<file path="src/rtl/segdac_pkg.sv">
`timescale 1ns/1ps
package segdac_pkg;
  localparam int DEF_UNARY_W = 4;
  localparam int DEF_BIN_W   = 4;

  typedef enum logic {
    STAGE_RUN  = 1'b0,
    STAGE_IDLE = 1'b1
  } stage_mode_e;
endpackage

</file>
<file path="src/rtl/segdac_rst_sync.sv">
`timescale 1ns/1ps
module segdac_rst_sync #(
  parameter int STAGES = 2
) (
  input  logic clk,
  input  logic rst_n,
  output logic rst_q_n
);
  logic [STAGES-1:0] chain_q;
  logic [STAGES-1:0] chain_d;

  always_comb begin
    chain_d = {chain_q[STAGES-2:0], 1'b1};
  end

  always_ff @(posedge clk or negedge rst_n) begin
    if (!rst_n) chain_q <= '0;
    else        chain_q <= chain_d;
  end

  assign rst_q_n = chain_q[STAGES-1];
endmodule

</file>
<file path="src/rtl/segdac_capture.sv">
`timescale 1ns/1ps
module segdac_capture
  import segdac_pkg::*;
#(
  parameter int CODE_W = 8
) (
  input  logic              clk,
  input  logic              rst_n,
  input  logic              pwr_dn,
  input  logic [CODE_W-1:0] code_in,
  output logic [CODE_W-1:0] code_q
);
  stage_mode_e       mode;
  logic [CODE_W-1:0] code_d;

  always_comb begin
    mode = pwr_dn ? STAGE_IDLE : STAGE_RUN;
    unique case (mode)
      STAGE_IDLE: code_d = '0;
      default:    code_d = code_in;
    endcase
  end

  always_ff @(posedge clk or negedge rst_n) begin
    if (!rst_n) code_q <= '0;
    else        code_q <= code_d;
  end
endmodule

</file>
<file path="src/rtl/segdac_therm.sv">
`timescale 1ns/1ps
module segdac_therm #(
  parameter int IN_W  = 4,
  localparam int OUT_W = (1 << IN_W) - 1
) (
  input  logic [IN_W-1:0]  level,
  output logic [OUT_W-1:0] therm
);
  for (genvar i = 0; i < OUT_W; i++) begin : g_cell
    assign therm[i] = (level > IN_W'(i));
  end
endmodule

</file>
<file path="src/rtl/segdac_launch.sv">
`timescale 1ns/1ps
module segdac_launch
  import segdac_pkg::*;
#(
  parameter int UNARY_N = 15,
  parameter int BIN_W   = 4
) (
  input  logic               clk,
  input  logic               rst_n,
  input  logic               pwr_dn,
  input  logic [UNARY_N-1:0] unary_d,
  input  logic [BIN_W-1:0]   bin_d,
  output logic [UNARY_N-1:0] unary_q,
  output logic [BIN_W-1:0]   bin_q
);
  stage_mode_e        mode;
  logic [UNARY_N-1:0] unary_nx;
  logic [BIN_W-1:0]   bin_nx;

  always_comb begin
    mode = pwr_dn ? STAGE_IDLE : STAGE_RUN;
    unique case (mode)
      STAGE_IDLE: begin
        unary_nx = '0;
        bin_nx   = '0;
      end
      default: begin
        unary_nx = unary_d;
        bin_nx   = bin_d;
      end
    endcase
  end

  always_ff @(negedge clk or negedge rst_n) begin
    if (!rst_n) begin
      unary_q <= '0;
      bin_q   <= '0;
    end else begin
      unary_q <= unary_nx;
      bin_q   <= bin_nx;
    end
  end
endmodule

</file>
<file path="src/rtl/segdac_frontend.sv">
`timescale 1ns/1ps
module segdac_frontend
  import segdac_pkg::*;
#(
  parameter int UNARY_W = DEF_UNARY_W,
  parameter int BIN_W   = DEF_BIN_W,
  localparam int CODE_W  = UNARY_W + BIN_W,
  localparam int UNARY_N = (1 << UNARY_W) - 1
) (
  input  logic               clk,
  input  logic               rst_n,
  input  logic               pwr_dn,
  input  logic [CODE_W-1:0]  code_in,
  output logic [UNARY_N-1:0] unary_en,
  output logic [BIN_W-1:0]   bin_en
);
  logic               rst_q_n;
  logic [CODE_W-1:0]  code_q;
  logic [UNARY_N-1:0] therm;

  segdac_rst_sync #(.STAGES(2)) u_rst (
    .clk     (clk),
    .rst_n   (rst_n),
    .rst_q_n (rst_q_n)
  );

  segdac_capture #(.CODE_W(CODE_W)) u_cap (
    .clk     (clk),
    .rst_n   (rst_q_n),
    .pwr_dn  (pwr_dn),
    .code_in (code_in),
    .code_q  (code_q)
  );

  segdac_therm #(.IN_W(UNARY_W)) u_therm (
    .level (code_q[CODE_W-1:BIN_W]),
    .therm (therm)
  );

  segdac_launch #(.UNARY_N(UNARY_N), .BIN_W(BIN_W)) u_launch (
    .clk     (clk),
    .rst_n   (rst_q_n),
    .pwr_dn  (pwr_dn),
    .unary_d (therm),
    .bin_d   (code_q[BIN_W-1:0]),
    .unary_q (unary_en),
    .bin_q   (bin_en)
  );
endmodule

</file>
<file path="config.mk">
export PLATFORM = sky130hd
export DESIGN_NAME = segdac_frontend
export DESIGN_NICKNAME = d
export VERILOG_FILES = /design/src/rtl/segdac_pkg.sv /design/src/rtl/segdac_rst_sync.sv /design/src/rtl/segdac_capture.sv /design/src/rtl/segdac_therm.sv /design/src/rtl/segdac_launch.sv /design/src/rtl/segdac_frontend.sv
export SDC_FILE = /design/constraint.sdc
export NUM_CORES = 1
export LEC_CHECK = 0
export ABC_AREA = 1
export ABC_CLOCK_PERIOD_IN_PS = 2100
export CAP_MARGIN = 0
export CORE_ASPECT_RATIO = 0.7
export CORE_UTILIZATION = 35
export CTS_CLUSTER_DIAMETER = 80
export DETAILED_ROUTE_END_ITERATION = 7
export RECOVER_POWER = 100
export SLEW_MARGIN = 20
export SYNTH_ARGS = -nofsm -noshare
export SYNTH_HDL_FRONTEND = slang
export SYNTH_HIERARCHICAL = 1
export SYNTH_SLANG_ARGS = --single-unit
</file>
<file path="constraint.sdc">
create_clock -name clk -period 2.1 [get_ports clk]
set_input_delay 0.315 -clock clk [delete_from_list [all_inputs] [get_ports clk]]
set_output_delay 0.315 -clock clk [all_outputs]
set_load 0.1 [all_outputs]
</file>
==> metrics <==
Worst EP arrival=1.96 ns; CTS tree=done; Max IR drop VDD=0.447 mV; Synth cell types=14; Post-synth EDFFs=0; WS Path Type=register to output pin; fin nets=159; top cells by count, synth=inv_1 (32), nor2_1 (32), dfrtn_1 (19); most common flop cell mapped by yosys=dfrtn_1; DR pass1 iterations=4; Placer Congestion=0.843; Power, Total=1.30 mW; Max Cap Violations=0; ys async rst share=100%; P_leak=0.872 nW; syn nets=124; Clock transition at path regs=0.06 ns; Final WS setup=-0.176 ns; Ys Warns=6; die area=0.00333 mm2; TNS Setup=-3.06 ns; Finished Cell Area=0.00169 mm2; fillcell total=249; core area=0.00286 mm2; initial core utilization=37.9%; clk buf depth=2; synthesized instance count=113; Final Hold Viols=0; first-pass GRT wire length=2.64 mm; syn avg cell area=9.60 um2; Critical path buffers and inverters=1; Total GRT Usage=11.4%; CP max stage cell=dfrtn_1; cts hold-fix bufs=0; slowest stage delay, CP=0.44 ns; setup bufs post-CTS=0; # IOs=30; Root Driver=clkbuf_8; CP max FO=1; required time of the critical path=1.78 ns; vias in the first global route=647; Vert. Die Dim=48.6 um; Die X-Extent=68.5 um; n_diodes=0; Wirelength per Cell=8.04 um; sequential fraction of the synthesis area=66.9%; power per standard cell area=767 mW/mm2; Yosys top cell by area=dfrtn_1; Area Overhead vs Synth=56.1%; port bufs=29; DRT iter0 DRCs=11; DRC Markers=0; Post-Syn Area=0.00108 mm2; top post-synthesis cells by area=dfrtn_1 (44%), dfrtp_1 (23%), inv_1 (11%), nor2_1 (11%), nand2_1 (3.1%); share of the synthesized area in the top cell type=43.8%; crit-path cells=buf_12; Worst-Skew Late Latency=0.29 ns; Max Clock Skew=0.0122 ns; Final Setup Violations=19; Seq cells post-synth=29; dpl hpwl=1.09 mm; Overflow after GRT=0; CP delay by family, top=flip-flops; H-tree depth=2; Worst setup EP type=output pin; Hold/Removal Path Class=register to asynchronous set/reset pin; Post-Route WL=1.49 mm; RSZ-0062 raised after global routing=true; startpoint types=register; antenna-violating nets left=0; status=complete, but fails checks; failing checks=setup timing; largest net degree at the start of global routing=28; antenna violations before repair=0; cell area after placement=0.00160 mm2; CTS Buf Count=5; post-DR vias/cell=3.90; DR vias=721; Final Max Slew Viols=0; row cnt=16; clock sink count=29; share of cells above drive strength 1=21.5%
final timing paths:
check	start	to	slack (ns)	depth (start not counted)
max reg2reg	u_cap/code_q[7]	u_launch/unary_q[2]	0.08	4
max in group asynchronous	u_rst/chain_q[1]	u_launch/unary_q[4]	0.67	1
min	u_rst/chain_q[1]	u_cap/code_q[2]	0.23	1
min reg2reg	u_rst/chain_q[1]	u_cap/code_q[2]	0.23	1
max	u_launch/bin_q[0]	bin_en[0]	-0.18	1
min in group clk	u_rst/chain_q[0]	u_rst/chain_q[1]	0.35	0
registers in the layout (all words and copies together) (netlist names):
name / flops
u_cap/code_q: 8
u_launch/bin_q: 4
u_launch/unary_q: 15
u_rst/chain_q: 2
placed cells by master, fill, tap and decap left out:
| cell | n |
|---|---|
| a21oi_2 | 1 |
| buf_12 | 20 |
| buf_4 | 1 |
| clkbuf_1 | 3 |
| clkbuf_8 | 6 |
| clkdlybuf4s50_1 | 8 |
| conb_1 | 1 |
| dfrtn_1 | 19 |
| dfrtp_1 | 10 |
| dlygate4sd3_1 | 2 |
| inv_1 | 32 |
| nand2_1 | 9 |
| nand2_2 | 2 |
| nand3_1 | 1 |
| nor2_1 | 31 |
| nor2_2 | 1 |
| o21ai_0 | 1 |
| o21ai_2 | 1 |
repair_timing:
item	CTS	global route
cloned	0	0
resized for setup	0	1
setup endpoints to repair	19	23
report_power, final:
| group | leakage, nW | internal (mW) | switching [mW] |
|---|---|---|---|
| registers | 0.382 | 0.587 | 0.0195 |
| clock network | 0.0455 | 0.266 | 0.184 |
| logic | 0.445 | 0.0892 | 0.154 |
| total | 0.872 | 0.942 | 0.357 |
final cells by class:
type                            count  area, um2  area share, %
Sequential cell                    29        726           42.9
Timing Repair Buffer               32        512           30.2
Multi-Input combinational cell     48        200           11.8
Inverter                           32        120           7.10
Clock buffer                        8       90.1           5.32
Tap cell                           36       45.0           2.66
stage by stage:
| step | hold WS [ns] | instances | util [%] | worst slack, ns |
|---|---|---|---|---|
| after floorplan | 0.0194 | 113 | - | -0.214 |
| after global placement | 0.233 | 177 | 56.0 | -0.154 |
| after detailed placement | 0.241 | 177 | 56.0 | -0.174 |
| after CTS | 0.202 | 185 | 59.2 | -0.187 |
| after global routing | 0.276 | 185 | 59.1 | -0.201 |
| final | 0.230 | 185 | 59.1 | -0.176 |
logic make-up after synthesis:
group / after synthesis / share of synthesized area, %
buffers and inverters: 36 / 14.9
AO/OA/AOI/OAI: 3 / 2.08
other: 1 / 0.346
flip-flops: 29 / 66.9
AND/OR/NAND/NOR: 44 / 15.8
per-layer routing:
layer	wire length, um	part of all wire [%]	global-route usage, %	up-vias
met5	0	0	0	-
met4	49	3.3	8.33	0
met3	94	6.3	4.95	8
met2	652	44	15.5	23
met1	690	46	14.0	313
li1	-	-	-	377
Power figures use the tool's default switching activity.
